**src/rtl/qsc_pkg.sv**
```systemverilog
package qsc_pkg;

  typedef enum logic [2:0] {
    QS_IDLE,
    QS_CONV,
    QS_WAIT,
    QS_READ,
    QS_GAP
  } qs_state_e;

  function automatic int ceil_div(input int num, input int den);
    return (num + den - 1) / den;
  endfunction

  function automatic int at_least_one(input int v);
    return (v < 1) ? 1 : v;
  endfunction

  function automatic int max_int(input int a, input int b);
    return (a > b) ? a : b;
  endfunction

endpackage

```
**src/rtl/qsc_sync.sv**
```systemverilog
module qsc_sync #(
  parameter int   STAGES  = 2,
  parameter logic RST_VAL = 1'b1
) (
  input  logic clk,
  input  logic rst_n,
  input  logic d,
  output logic q
);
  logic [STAGES-1:0] chain;

  always_ff @(posedge clk or negedge rst_n) begin
    if (!rst_n) chain <= {STAGES{RST_VAL}};
    else        chain <= {chain[STAGES-2:0], d};
  end

  assign q = chain[STAGES-1];
endmodule

```
**src/rtl/qsc_timer.sv**
```systemverilog
module qsc_timer #(
  parameter int W = 8
) (
  input  logic         clk,
  input  logic         rst_n,
  input  logic         load,
  input  logic [W-1:0] load_val,
  output logic [W-1:0] count
);
  always_ff @(posedge clk or negedge rst_n) begin
    if (!rst_n)              count <= '0;
    else if (load)           count <= load_val;
    else if (count != '0)    count <= count - 1'b1;
  end
endmodule

```
**src/rtl/qsc_lanes.sv**
```systemverilog
module qsc_lanes #(
  parameter int NUM_CH = 4,
  parameter int DATA_W = 12,
  parameter int SMP_W  = 16,
  parameter int CH_W   = 2
) (
  input  logic                    clk,
  input  logic                    rst_n,
  input  logic                    cap_en,
  input  logic [CH_W-1:0]         cap_idx,
  input  logic [DATA_W-1:0]       din,
  output logic [NUM_CH*SMP_W-1:0] lanes
);
  localparam int EXT_W = SMP_W - DATA_W;

  logic [SMP_W-1:0] widened;
  assign widened = {{EXT_W{din[DATA_W-1]}}, din};

  for (genvar g = 0; g < NUM_CH; g++) begin : g_lane
    always_ff @(posedge clk or negedge rst_n) begin
      if (!rst_n)
        lanes[g*SMP_W +: SMP_W] <= '0;
      else if (cap_en && (cap_idx == CH_W'(g)))
        lanes[g*SMP_W +: SMP_W] <= widened;
    end
  end
endmodule

```
**src/rtl/quad_sample_ctrl.sv**
```systemverilog
module quad_sample_ctrl
  import qsc_pkg::*;
#(
  parameter int CLK_PS     = 10000,
  parameter int CONV_NS    = 50,
  parameter int RD_NS      = 70,
  parameter int GAP_NS     = 150,
  parameter int TIMEOUT_NS = 40000,
  parameter int NUM_CH     = 4,
  parameter int DATA_W     = 12,
  parameter int SMP_W      = 16
) (
  input  logic                    clk,
  input  logic                    rst_n,
  input  logic                    start_req,
  output logic                    conv_start,
  input  logic                    conv_done_n,
  output logic                    adc_cs_n,
  output logic                    adc_rd_n,
  input  logic [DATA_W-1:0]       adc_data,
  output logic                    smp_valid,
  input  logic                    smp_ready,
  output logic [NUM_CH*SMP_W-1:0] smp_data,
  output logic                    timeout_err
);
  localparam int CONV_CYC = at_least_one(ceil_div(CONV_NS * 1000, CLK_PS));
  localparam int RD_CYC   = at_least_one(ceil_div(RD_NS * 1000, CLK_PS));
  localparam int GAP_CYC  = at_least_one(ceil_div(GAP_NS * 1000, CLK_PS));
  localparam int TO_CYC   = at_least_one(ceil_div(TIMEOUT_NS * 1000, CLK_PS));
  localparam int MAX_CYC  = max_int(max_int(CONV_CYC, RD_CYC), max_int(GAP_CYC, TO_CYC));
  localparam int TMR_W    = $clog2(MAX_CYC + 1);
  localparam int CH_W     = (NUM_CH > 1) ? $clog2(NUM_CH) : 1;
  localparam logic [CH_W-1:0] LAST_CH = CH_W'(NUM_CH - 1);

  qs_state_e         state, state_nxt;
  logic [CH_W-1:0]   ch_q;
  logic              valid_q;
  logic              err_q;
  logic              done_sync_n;
  logic              tmr_load;
  logic [TMR_W-1:0]  tmr_val;
  logic [TMR_W-1:0]  tmr_count;
  logic              tmr_expired;
  logic              cap_en;
  logic              err_now;
  logic              last_read_end;

  qsc_sync #(.STAGES(2), .RST_VAL(1'b1)) u_done_sync (
    .clk   (clk),
    .rst_n (rst_n),
    .d     (conv_done_n),
    .q     (done_sync_n)
  );

  qsc_timer #(.W(TMR_W)) u_timer (
    .clk      (clk),
    .rst_n    (rst_n),
    .load     (tmr_load),
    .load_val (tmr_val),
    .count    (tmr_count)
  );

  qsc_lanes #(
    .NUM_CH (NUM_CH),
    .DATA_W (DATA_W),
    .SMP_W  (SMP_W),
    .CH_W   (CH_W)
  ) u_lanes (
    .clk     (clk),
    .rst_n   (rst_n),
    .cap_en  (cap_en),
    .cap_idx (ch_q),
    .din     (adc_data),
    .lanes   (smp_data)
  );

  assign tmr_expired = (tmr_count == '0);

  always_comb begin
    state_nxt     = state;
    tmr_load      = 1'b0;
    tmr_val       = '0;
    cap_en        = 1'b0;
    err_now       = 1'b0;
    last_read_end = 1'b0;
    unique case (state)
      QS_IDLE: begin
        if (start_req && !valid_q) begin
          state_nxt = QS_CONV;
          tmr_load  = 1'b1;
          tmr_val   = TMR_W'(CONV_CYC - 1);
        end
      end
      QS_CONV: begin
        if (tmr_expired) begin
          state_nxt = QS_WAIT;
          tmr_load  = 1'b1;
          tmr_val   = TMR_W'(TO_CYC - 1);
        end
      end
      QS_WAIT: begin
        if (!done_sync_n) begin
          state_nxt = QS_READ;
          tmr_load  = 1'b1;
          tmr_val   = TMR_W'(RD_CYC);
        end else if (tmr_expired) begin
          state_nxt = QS_IDLE;
          err_now   = 1'b1;
        end
      end
      QS_READ: begin
        cap_en = (tmr_count == TMR_W'(1));
        if (tmr_expired) begin
          if (ch_q == LAST_CH) begin
            state_nxt     = QS_IDLE;
            last_read_end = 1'b1;
          end else begin
            state_nxt = QS_GAP;
            tmr_load  = 1'b1;
            tmr_val   = TMR_W'(GAP_CYC - 1);
          end
        end
      end
      QS_GAP: begin
        if (tmr_expired) begin
          state_nxt = QS_READ;
          tmr_load  = 1'b1;
          tmr_val   = TMR_W'(RD_CYC);
        end
      end
      default: state_nxt = QS_IDLE;
    endcase
  end

  always_ff @(posedge clk or negedge rst_n) begin
    if (!rst_n) begin
      state   <= QS_IDLE;
      ch_q    <= '0;
      valid_q <= 1'b0;
      err_q   <= 1'b0;
    end else begin
      state <= state_nxt;
      err_q <= err_now;
      if (state == QS_WAIT)
        ch_q <= '0;
      else if (state == QS_READ && tmr_expired && ch_q != LAST_CH)
        ch_q <= ch_q + 1'b1;
      if (last_read_end)
        valid_q <= 1'b1;
      else if (valid_q && smp_ready)
        valid_q <= 1'b0;
    end
  end

  assign conv_start  = (state == QS_CONV);
  assign adc_cs_n    = (state != QS_READ);
  assign adc_rd_n    = (state != QS_READ);
  assign smp_valid   = valid_q;
  assign timeout_err = err_q;

endmodule

```
**config.mk**
```make
export PLATFORM = sky130hd
export DESIGN_NAME = quad_sample_ctrl
export DESIGN_NICKNAME = d
export VERILOG_FILES = /design/src/rtl/qsc_pkg.sv /design/src/rtl/qsc_sync.sv /design/src/rtl/qsc_timer.sv /design/src/rtl/qsc_lanes.sv /design/src/rtl/quad_sample_ctrl.sv
export SDC_FILE = /design/constraint.sdc
export NUM_CORES = 1
export LEC_CHECK = 0
export BUFFER_PORTS_ARGS = -buffer_cell sky130_fd_sc_hd__buf_2
export CORE_MARGIN = 2
export CORE_UTILIZATION = 52
export CTS_CLUSTER_DIAMETER = 200
export DETAILED_ROUTE_END_ITERATION = 6
export GPL_ROUTABILITY_DRIVEN = 0
export GPL_TIMING_DRIVEN = 0
export PLACE_DENSITY = 0.79
export SYNTH_ARGS = -nofsm -noshare
export SYNTH_HDL_FRONTEND = slang
export SYNTH_SLANG_ARGS = --single-unit
```
**constraint.sdc**
```tcl
create_clock -name clk -period 2.5 [get_ports clk]
set_input_delay 0.375 -clock clk [delete_from_list [all_inputs] [get_ports clk]]
set_output_delay 0.375 -clock clk [all_outputs]
set_load 0.005 [all_outputs]
```
Yosys cells after proc, flatten, opt, wreduce, memory -nomap -nowiden

Cells that the tools add are included.

$add $sub $neg: 2
Mux-type cells: 33
$lt $le $gt $ge: 0
Shift-type cells: 0
Equality and inequality tests: 15
Bitwise logic cells: 0
Multipliers: 0
Reduce and logical (&&, ||, !) cells: 18
Divide/modulo/power cells: 0

Operator list:

| kind                                                   | count |
|---|---|
| one-hot mux 12 bit (5 select lines)                    | 1 |
| two-way mux 12 bit                                     | 3 |
| two-way mux 3 bit                                      | 10 |
| one-hot mux 3 bit (5 select lines)                     | 1 |
| two-way mux 1 bit                                      | 13 |
| == test 12 x 1 -> 1 bit (second input constant)        | 1 |
| logical NOT 12 bit                                     | 1 |
| nonzero test 12 bit                                    | 1 |
| subtractor 12 x 1 -> 12 bit (second input constant)    | 1 |
| logical AND 1 bit                                      | 8 |
| two-way mux 4 bit                                      | 2 |
| inequality test 2 bit (second input constant)          | 4 |
| == test 3 x 2 -> 1 bit (second input constant)         | 2 |
| nonzero test 2 bit                                     | 3 |
| AND reduction 5 bit                                    | 1 |
| == test 2 bit (second input constant)                  | 2 |
| two-way mux 2 bit                                      | 2 |
| one-hot mux 1 bit (4 select lines)                     | 1 |
| == test 3 x 1 -> 1 bit (second input constant)         | 1 |
| == test 3 bit (second input constant)                  | 1 |
| logical NOT 3 bit                                      | 1 |
| inequality test 3 x 2 -> 1 bit (second input constant) | 1 |
| inequality test 3 bit (second input constant)          | 1 |
| adder 2 x 1 -> 2 bit (second input constant)           | 1 |
| other kinds (5)                                        | 5 |

ROM bits: 0
Output and inout port bits: 69
Memories: 0
Flip-flop bits (word level): 69
Input port bits: 17
Latch bits: 0
Memory bits (writable): 0
Logic and storage cells: 78

Depth between registers and ports, before layout

Gate-level depths: netlist of the first run.

Word-level depth: 5
Depth in mapped cells: 8
Depth with buffers taken out: 6

Cells and area by module

A second synthesis of the first run with hierarchy kept.

Cells, all modules: 265
Area, all modules: 3,230.6 um^2

By module, submodules not included:

| module           | area each (um^2) | instances | cells an instance |
|---|---|---|---|
| qsc_lanes        | 1,921.8          | 1         | 120 |
| qsc_timer        | 690.7            | 1         | 74 |
| quad_sample_ctrl | 565.5            | 1         | 69 |
| qsc_sync         | 52.6             | 1         | 2 |

Worst setup path after synthesis of the first run

Ideal clock, no wire load.

Kind: reg2reg
From: register u_timer.count[9]
To: register u_timer.count[2]
Arrival: 1,984 ps
Period minus slack after synthesis: 2,123 ps
Data required time: 2,361 ps
Buffers on the path: 1
Stages on the path, launching flop included: 6
Setup slack: 377 ps
Library setup time: 139 ps
Cell sequence: dfrtp_1 -> or4_4 -> buf_6 -> nor4_4 -> nor3b_1 -> or4_1

Longest elaborated chain between the ends: 4
Elaborated cells on any way between the ends: 11
Those cells by class: mux: 8; reduce/logical: 3

RTL lines:

| element                                                                                   | RTL line                | source |
|---|---|---|
| from (decl)                                                                               | qsc_timer.sv:8          | `output logic [W-1:0] count` |
| from (signal assigned)                                                                    | qsc_timer.sv:12         | `else if (load) count <= load_val;` |
| from (signal assigned)                                                                    | qsc_timer.sv:13         | `else if (count != '0) count <= count - 1'b1;` |
| logical NOT 12 bit                                                                        | quad_sample_ctrl.sv:77  | `assign tmr_expired = (tmr_count == '0);` |
| two-way mux 3 bit, or another cell as far along                                           | quad_sample_ctrl.sv:125 | `if (tmr_expired) begin` |
| one-hot mux 12 bit (5 select lines) or one-hot mux 1 bit (4 select lines) (tied branches) | quad_sample_ctrl.sv:86  | `unique case (state)` |
| two-way mux 12 bit or nonzero test 2 bit (tied branches)                                  | --                      |  |

Parallel ways exist; a longest one is shown, timed or not.
A chain may end at the register's enable or synchronous reset.

Worst setup path in the final report of the first run

From: register u_timer.count[8]
To: register u_timer.count[2]

The elaborated chain is that of the path after synthesis.

==> results of run 1 <==
==> cell type report <==
type	count	area, um^2
Fill cell	463	2024
Sequential cell	69	1729
Tap cell	75	93.84
Clock inverter	6	63.81
Timing Repair Buffer	85	427.9
Clock buffer	9	123.9
Buffer	28	190.2
Inverter	7	26.28
Multi-Input combinational cell	153	1276
==> metrics by stage <==
step | utilization (%) | power (uW)
after floorplan | - | 1261
after global placement | 62.73 | 1356
after detailed placement | 62.77 | 1363
after CTS | 65.92 | 2230
after global routing | 66.01 | 2307
final | 66.01 | 2207
==> sequential cells by signal, summed over array words and instances (netlist names) <==
signal             flops
u_lanes.lanes         48
u_timer.count         12
state                  3
ch_q                   2
u_done_sync.chain      2
smp_valid              1
timeout_err            1
==> what timing repair did <==
| action | in CTS | in global routing |
|---|---|---|
| gates resized for setup | 0 | 1 |
| hold endpoints to repair | 0 | 0 |
| endpoints found under the setup margin | 0 | 10 |
| buffers inserted | 0 | 0 |
==> power groups by stage <==
stage	Sequential, uW	Combinational [uW]	Clock [uW]
floorplan	1200	56.0	0
global placement	1200	158	0
detailed placement	1200	162	0
CTS	1180	162	888
global route	1190	179	943
finish	1180	158	870
==> routing by layer <==
layer | share of wire, % | GRT usage, %
met1 | 45 | 28.10
met2 | 47 | 30.24
met3 | 5.8 | 5.761
met4 | 1.3 | 7.705
met5 | 0 | 0
==> cell usage after synthesis, drive strengths merged (5+ instances only) <==
cell,instances
or4,5
inv,7
nand2,5
buf,24
nor3b,6
nor3,6
dfrtp,67
nand3,14
ha,7
mux2,48
nor2,5
o21ai,11
==> worst max-delay path, stage by stage, from the launching register on <==
cell and delay (ns):
dfrtp_1 0.43, or4_4 0.53, buf_6 0.15, nor4_4 0.56
nor3b_1 0.09, or4_1 0.47
==> how the worst min path moves through the flow <==
stage / endpoint / startpoint / depth (start not counted) / slack, ns
finish: u_timer.count[1]$_DFFE_PN0P_ / rst_n / 1 / 0.13
global route: u_done_sync.chain[0]$_DFF_PN1_ / conv_done_n / 1 / 0.12
CTS: u_done_sync.chain[0]$_DFF_PN1_ / conv_done_n / 1 / 0.12
detailed placement: u_done_sync.chain[1]$_DFF_PN1_ / u_done_sync.chain[0]$_DFF_PN1_ / 0 / 0.35
global placement: u_done_sync.chain[1]$_DFF_PN1_ / u_done_sync.chain[0]$_DFF_PN1_ / 0 / 0.35
floorplan: ch_q[0]$_DFFE_PN0P_ / rst_n / 0 / 0.08
==> logic make-up after synthesis <==
family	after synthesis
compound gates	28
xor+xnor	8
fa+ha+maj	7
buf+inv	35
flops	69
mux	48
simple gates	62
==> metrics.txt, run 1 <==
endpoint of the worst register-to-register path u_timer.count[2]$_DFFE_PN0P_; part of the power in combinational logic 7.1%; cell types occupying the most area after synthesis dfrtp_1 52%, mux2_2 17%, buf_4 4.0%; area overhead of the layout relative to synthesis 22.21%; placed cell area 0.003739 mm^2; number of buffers on the longest clock path 2; clock tree from TritonCTS built; clock group share of total power about two fifths; critical-path maximum fanout 10; Die Wd 82.65 um; Sw Share 22.97%; later-pin clock latency in the skew report 0.34 ns; Final Routed Wirelength 6.469 mm; first drt pass iteration count 4; number of nets at the end of the flow 377; R2R depth 5; quantity of I/O buffers inserted on ports 85; Worst setup endpoint u_timer.count[2]$_DFFE_PN0P_; Antenna Violating Nets Remaining 0; arrival time of the worst setup path 2.57 ns; net load switching power 507.1 uW; clock-pin slew reported for the worst setup and hold paths after clock tree synthesis 0.07 ns; status complete, no violations; Final Hold Violating Endpoints 0; class of the tightest hold or removal check in -> async; global-route wire length before repair 10.27 mm; H-tree lvl count 3; dominant register cell in the synthesized netlist dfrtp_1; synthesized flop and latch total 69; Max IR drop VDD 0.0004562 V; fraction of the cycle the final worst path needs 94.36%; share of the synthesized area in the top cell type 52.12%; critical setup path kind reg -> reg; register-to-register setup slack 0.14 ns; cell leakage power 0.001793 uW; GRT Overall Usage around a fifth; proportion of synthesized area in mux cells 16.80%; worst setup timing slack at the placement stage between 0.15 and 0.2 ns; top library cells by usage in the layout, fill and taps aside 89 x buf_2, 67 x dfrtp_1, 48 x mux2_2; initial antenna violation count 0; via count normalized by instance count between 5 and 6; TNS Setup 0 ns; overall overflow remaining after global route 0; combinational family with the most area after synthesis multiplexers; Final Instance Area between 0.003 and 0.004 mm^2; share of async-settable or async-resettable flops after synthesis between 90% and 100%; slew at the pin closest to its max-slew limit between 0.8 and 0.9 ns; share of the synthesized area in compound gates (AO/OA/AOI/OAI) 5.484%; xor-xnor portion of the synthesized cell area about 2.2%; number of warnings issued by yosys 0; Sequential Power Share 53.4%; TritonCTS sink count 69; vertical die dimension 82.65 um; Post-Synthesis Cells about 260; number of enable-type register cells in the synthesized netlist 0; Max Clock Skew approximately 0.011 ns; commonest non-fill, non-tap cell in the layout buf_2; number of placed cells counting well taps 417; max-cap viol count 0; Final setup viols 0; Int Pwr approximately 1700 uW; final routed wire length divided by cell count 14.97 um; adder-cell share of the synthesized area ~2.7%; simple-gate portion of the synthesized area 12.33%; Worst setup SP type register; antenna diode count 0; number of vias in the routed layout 2294; Num CTS Buffers 9; final setup margin 0.1409 ns; net count after synthesis 281; effective utilization at floorplan 54.01%; largest net degree at the start of global routing 70; worst setup path startpoint u_timer.count[8]$_DFFE_PN0P_; root buf cell clkbuf_8; Post-Syn Area roughly 0.0032 mm^2; required time at the worst-slack endpoint 2.71 ns; count of unresolved DRC violations after routing 0; Rows 28; post-cts hold buffer count 0; Max Freq 423.9 MHz; number of max-slew violations in the final report 0; Avg Inst Size Synth between 10 and 15 um^2; Netlist cell types 44; unrepaired setup endpoints after global routing false; number of cells in the finished layout apart from fillers 432; Fin Hold WS 0.1340 ns; Slew headroom 43.87%; detailed-placement wirelength estimate 4.607 mm; capturing element type of the critical path register; sequential fraction of the synthesis area a little over half; die outline area 0.006831 mm^2; P per Cell Area 561.5 mW/mm^2; Crit Reg-Reg Startpoint u_timer.count[8]$_DFFE_PN0P_; vias in the first global route 2141; share of post-route cells with drive strength above 1 approximately 50%; shortest period the worst path allows 2.359 ns; core area approximately 0.0060 mm^2; largest area contributor in the netlist dfrtp_1; I/O pin count between 80 and 90; violation count after the first detailed-route iteration 127
Power figures use the tool's default switching activity.
==> run 2, diff against run 1 <==
CELL_PAD_IN_SITES_DETAIL_PLACEMENT = 0   (was unset)
CELL_PAD_IN_SITES_GLOBAL_PLACEMENT = 2   (was unset)
CORE_UTILIZATION = 34   (was 52)
CTS_BUF_LIST = sky130_fd_sc_hd__clkbuf_8 sky130_fd_sc_hd__clkbuf_16   (was unset)
PLACE_DENSITY = unset   (was 0.79)
PLACE_DENSITY_LB_ADDON = 0.1   (was unset)
SKIP_LAST_GASP = 1   (was unset)
==> metrics.txt, run 2 (synthesized netlist as in run 1, its figures left out) <==
fraction of the cycle the final worst path needs 92.71% (-1.7 points); root buf cell clkbuf_8; vertical die dimension 101.3 um (+23%); antenna diode count 0 (unchanged); arrival time of the worst setup path 2.55 ns (-0.02 ns); Final Routed Wirelength 7.515 mm (+16%); status complete, no violations; largest net degree at the start of global routing 44 (-37%); number of max-slew violations in the final report 0 (unchanged); final routed wire length divided by cell count 15.89 um (+6.1%); Max IR drop VDD 0.0003042 V (-33%); max-cap viol count 0 (unchanged); overall overflow remaining after global route 0 (unchanged); max reg flops 48 (unchanged); initial antenna violation count 0 (unchanged); required time at the worst-slack endpoint 2.73 ns (+0.02 ns); P per Cell Area 585.5 mW/mm^2 (+4.3%); TNS Setup 0 ns (unchanged); area overhead of the layout relative to synthesis 26.84%; first drt pass iteration count 4 (unchanged); commonest non-fill, non-tap cell in the layout buf_2; capturing element type of the critical path register; Worst setup SP type register; number of buffers on the longest clock path 2 (unchanged); PnR Total Power 2389 uW (+8.2%); Num CTS Buffers 9 (unchanged); I/O pin count 86 (unchanged); via count normalized by instance count 4.882 (-8.1%); Max Freq 431.5 MHz (+1.8%); Final Hold Violating Endpoints 0 (unchanged); vias in the first global route 2205 (+3.0%); worst path bufs/invs 2 (+1); Max Clock Skew 0.01556 ns (+0.004466 ns); share of post-route cells with drive strength above 1 51.10% (+0.96 points); Rows 35 (+25%); category of cells accounting for the largest share of critical-path delay simple AND/OR/NAND/NOR gates; Die Wd 101.3 um (+23%); GRT Overall Usage 15.17% (-5.1 points); top flop regs u_lanes.lanes x48, u_timer.count x12, state x3; core area 0.009196 mm^2 (+54%); slew at the pin closest to its max-slew limit 0.8010 ns (-0.04103 ns); class of the tightest hold or removal check in -> reg; detailed-placement wirelength estimate 5.377 mm (+17%); violation count after the first detailed-route iteration 106 (-17%); die outline area 0.01026 mm^2 (+50%); Slew headroom 46.11% (+2.2 points); critical setup path kind reg -> reg; Critical Path, Cell by Cell or4_4, buf_6, nor3_4, nand3_1, buf_2, mux2_2; global-route wire length before repair 11.75 mm (+14%); number of nets at the end of the flow 381 (+1.1%); Reg with most FFs u_lanes.lanes; top library cells by usage in the layout, fill and taps aside 89 x buf_2, 67 x dfrtp_1, 48 x mux2_2; Final setup viols 0 (unchanged); TritonCTS sink count 69 (unchanged); critical-path maximum fanout 10 (unchanged); cell leakage power 0.001843 uW (+2.8%); count of unresolved DRC violations after routing 0 (unchanged); clock tree from TritonCTS built; shortest period the worst path allows 2.318 ns (-0.04143 ns); later-pin clock latency in the skew report 0.34 ns (about the same); H-tree lvl count 3 (unchanged); slowest stage delay, CP 0.55 ns (about the same); Antenna Violating Nets Remaining 0 (unchanged); Critical-path top delay cell or4_4; quantity of I/O buffers inserted on ports 85 (unchanged); clock-pin slew reported for the worst setup and hold paths after clock tree synthesis 0.08 ns (about the same); unrepaired setup endpoints after global routing false; number of vias in the routed layout 2309 (+0.65%); effective utilization at floorplan 34.98% (-19 points)
-- run 2: cell count changes in the layout (fill, tap and decap cells not counted), sizes merged --
cell         change
bufinv           +1
dlygate4sd3      +1
inv              +1
buf              +4
clkinv           -2
-- run 2: layout make-up --
| type | count | area [um^2] |
|---|---|---|
| Timing Repair Buffer | 90 | 488.0 |
| Clock buffer | 10 | 137.6 |
| Sequential cell | 69 | 1729 |
| Inverter | 7 | 26.28 |
| Clock inverter | 6 | 92.59 |
| Fill cell | 893 | 5116 |
| Tap cell | 111 | 138.9 |
| Buffer | 27 | 186.4 |
| Multi-Input combinational cell | 153 | 1281 |
-- run 2: stage by stage --
step	setup WS, ns	cell area [um^2]	utilization [%]	hold slack [ns]	std cells
floorplan	0.3770	3217	-	0.07941	257
global placement	0.1128	3781	41.12	0.3471	453
detailed placement	0.1042	3811	41.44	0.3308	454
CTS	0.08862	4051	44.05	0.1148	471
global route	0.03937	4080	44.37	0.1089	473
finish	0.1824	4080	44.37	0.1328	473
-- run 2: timing repair --
item / in CTS / in global routing
resized for setup: 0 / 2
endpoints found under the hold margin: 26 / 0
buffers inserted: 0 / 3
setup endpoints to repair: 0 / 41
hold buffers: 1 / 0
-- run 2: path summary, 6_finish.rpt --
path                       slack [ns]  cells after the start                        endpoint                           start
max in group asynchronous        1.42                      3  u_done_sync.chain[1]$_DFF_PN1_                           rst_n
min in group asynchronous        0.49                      2            state[0]$_DFFE_PN0P_                           rst_n
min reg2reg                      0.36                      0  u_done_sync.chain[1]$_DFF_PN1_  u_done_sync.chain[0]$_DFF_PN1_
max                              0.18                      6   u_lanes.lanes[26]$_DFFE_PN0P_    u_timer.count[9]$_DFFE_PN0P_
max reg2reg                      0.18                      6   u_lanes.lanes[26]$_DFFE_PN0P_    u_timer.count[9]$_DFFE_PN0P_
min                              0.13                      1  u_done_sync.chain[0]$_DFF_PN1_                     conv_done_n
-- run 2: power breakdown --
group | switching [uW] | total (uW) | internal [uW]
sequential | 21.7 | 1180 | 1160
clock | 450 | 1050 | 596
combinational | 70.6 | 164 | 93.1
total | 543 | 2390 | 1850
-- run 2: metal layers --
metal  up-vias  part of all wire (%)  track usage, %
met4         0                   1.7           6.653
met5         -                     0               0
met2        66                    44           22.21
met3         9                   5.0           3.589
li1       1110                     -               -
met1      1124                    50           21.48
==> run 3, diff against run 2 <==
ABC_AREA = 1   (was unset)
CORE_UTILIZATION = 32   (was 34)
==> metrics.txt, run 3 <==
Fin Hold WS 0.1241 ns (-0.008712 ns); number of nets at the end of the flow 469 (+23%); unrepaired setup endpoints after global routing false; via count normalized by instance count 4.409 (-9.7%); Max IR drop VDD 0.0001976 V (-35%); vias in the first global route 2502 (+13%); most used standard cells in the synthesized netlist 78 x nand2_1, 67 x dfrtp_1, 41 x o21ai_1, 32 x inv_1, 18 x nor2_1; shortest period the worst path allows 1.767 ns (-0.5502 ns); critical setup path kind reg -> out; later-pin clock latency in the skew report 0.35 ns (about the same); top flop regs u_lanes.lanes x48, u_timer.count x12, state x3; required time at the worst-slack endpoint 2.12 ns (-0.61 ns); H-tree lvl count 3 (unchanged); critical-path maximum fanout 5 (-5); final routed wire length divided by cell count 14.03 um (-12%); area overhead of the layout relative to synthesis 24.49%; GRT Overall Usage 15.31% (+0.14 points); number of vias in the routed layout 2579 (+12%); number of buffers on the longest clock path 2 (unchanged); share of the synthesized area in compound gates (AO/OA/AOI/OAI) 11.33% (+5.8 points); slew at the pin closest to its max-slew limit 0.3570 ns (-0.4440 ns); cell leakage power 0.002087 uW (+13%); Critical Path, Cell by Cell inv_2, nand2_2, nor2_4, inv_2, buf_4, buf_2; share of async-settable or async-resettable flops after synthesis 100.0% (unchanged); Max Freq 565.8 MHz (+31%); Post-Synthesis Cells 347 (+35%); Reg with most FFs u_lanes.lanes; simple-gate portion of the synthesized area 22.00% (+9.7 points); number of warnings issued by yosys 0 (unchanged); largest area contributor in the netlist dfrtp_1; share of post-route cells with drive strength above 1 37.19% (-14 points); xor-xnor portion of the synthesized cell area 2.341% (+0.16 points); clock tree from TritonCTS built; quantity of I/O buffers inserted on ports 85 (unchanged); status complete, no violations; number of enable-type register cells in the synthesized netlist 0 (unchanged); top library cells by usage in the layout, fill and taps aside 84 x buf_2, 78 x nand2_1, 67 x dfrtp_1; global-route wire length before repair 13.34 mm (+14%); detailed-placement wirelength estimate 5.979 mm (+11%); antenna diode count 0 (unchanged); register-to-register setup slack 0.81 ns (+0.63 ns); P per Cell Area 515.4 mW/mm^2 (-12%); slowest stage delay, CP 0.39 ns (-0.16 ns); vertical die dimension 106.6 um (+5.2%); effective utilization at floorplan 32.76% (-2.2 points); fraction of the cycle the final worst path needs 70.70% (-22 points); initial antenna violation count 0 (unchanged); Slew headroom 76.07% (+30 points); Antenna Violating Nets Remaining 0 (unchanged); first drt pass iteration count 4 (unchanged); adder-cell share of the synthesized area 2.601% (-0.12 points); synthesized flop and latch total 69 (unchanged); Final setup viols 0 (unchanged); Max Clock Skew 0.01126 ns (-0.004295 ns); commonest non-fill, non-tap cell in the layout buf_2; clock-pin slew reported for the worst setup and hold paths after clock tree synthesis 0.07 ns (about the same); Final Hold Violating Endpoints 0 (unchanged); capturing element type of the critical path primary output; worst path bufs/invs 4 (+2); Die Wd 106.6 um (+5.2%); Final Routed Wirelength 8.208 mm (+9.2%); I/O pin count 86 (unchanged); dominant register cell in the synthesized netlist dfrtp_1; cell types occupying the most area after synthesis dfrtp_1 50%, nand2_1 8.7%, o21ai_1 6.1%; Netlist cell types 32 (-27%); Critical-path top delay cell dfrtp_1; dominant cell by count in the synthesized netlist nand2_1; share of the synthesized area in the top cell type 49.80% (-2.3 points); category of cells accounting for the largest share of critical-path delay buffers and inverters; arrival time of the worst setup path 1.39 ns (-1.16 ns); largest net degree at the start of global routing 49 (+11%); max-cap viol count 0 (unchanged); proportion of synthesized area in mux cells 0% (-17 points); post-cts hold buffer count 1 (unchanged); combinational family with the most area after synthesis simple AND/OR/NAND/NOR gates; Worst setup SP type register; post-cts sizing count 0 (unchanged); count of unresolved DRC violations after routing 0 (unchanged); most common cell type on the critical path inv_2; net count after synthesis 371 (+32%); sequential fraction of the synthesis area 51.36% (-2.4 points); root buf cell clkbuf_8; TritonCTS sink count 69 (unchanged); TNS Setup 0 ns (unchanged); overall overflow remaining after global route 0 (unchanged); Num CTS Buffers 9 (unchanged); die outline area 0.01136 mm^2 (+11%); number of setup buffers added after CTS 0 (unchanged); Post-Syn Area 0.003367 mm^2 (+4.7%); Rows 37 (+5.7%); core area 0.01028 mm^2 (+12%); number of max-slew violations in the final report 0 (unchanged); violation count after the first detailed-route iteration 79 (-25%); class of the tightest hold or removal check in -> reg; max reg flops 48 (unchanged); Avg Inst Size Synth 9.703 um^2 (-22%)
[run 3: changes by cell type after synthesis, moves of 5 or more]
cell     previous run  this run
buf_2               5         0
inv_1               7        32
nor2_1              5        18
o21ai_2             0         8
nand3_1            14         7
nor3b_1             6         0
nand2_1             5        78
o21ai_1             1        41
nor2_4              0         5
mux2_2             48         0
nand3_4             0         5
buf_6               2         8
[run 3: area by class of cell]
class                      count  area, um^2
tap                          136       170.2
clock inverter                 6       65.06
timing repair buffer          87       465.4
inverter                      35       131.4
multi-input combinational    218        1289
clock buffer                   9       123.9
buffer                        25       217.7
sequential                    69        1729
fill                        1083        6086
[run 3: worst register-to-register path, stage by stage, from the launching register on]
cell	delay, ns
dfrtp_1	0.41
inv_1	0.15
ha_1	0.18
nand2_2	0.09
nor3_2	0.36
inv_1	0.13
nor2_4	0.20
nand2_1	0.07
nand2_1	0.06
[run 3: worst paths after layout]
kind,start,end,cells past startpoint
setup / recovery,state[2]$_DFFE_PN0P_,adc_rd_n,6
hold / removal,conv_done_n,u_done_sync.chain[0]$_DFF_PN1_,1
setup reg to reg,u_timer.count[0]$_DFFE_PN0P_,u_timer.count[1]$_DFFE_PN0P_,8
hold reg to reg,u_done_sync.chain[0]$_DFF_PN1_,u_done_sync.chain[1]$_DFF_PN1_,0
max in group asynchronous,rst_n,u_lanes.lanes[2]$_DFFE_PN0P_,3
min in group asynchronous,rst_n,u_timer.count[11]$_DFFE_PN0P_,2
[run 3: stage by stage]
step	area, um^2	utilization, %	cells	setup WS (ns)	total power, uW
final	4192	40.78	585	0.7325	2160
after global routing	4192	40.78	585	0.6407	2251
after CTS	4192	40.78	585	0.6969	2184
after detailed placement	3993	38.85	569	0.7818	1290
after global placement	3963	38.56	568	0.5650	1284
after floorplan	3367	-	347	1.053	1213
[run 3: power by group]
group	internal (uW)	switching, uW
Sequential	1140	12.7
Clock	453	443
Combinational	51.0	62.9
Total	1640	519
[run 3: cells by family after synthesis]
| family | count (synthesis) |
|---|---|
| buf+inv | 60 |
| flops | 69 |
| xor+xnor | 9 |
| compound gates | 66 |
| fa+ha+maj | 7 |
| simple gates | 136 |
[run 3: layer usage]
metal  vias to the layer above  wire length [um]  GRT usage [%]
met5                         -                 0              0
met4                         0               118          6.122
met3                         9               371          2.979
met2                        62              3471          21.66
met1                      1206              4246          22.86
li1                       1302                 -              -
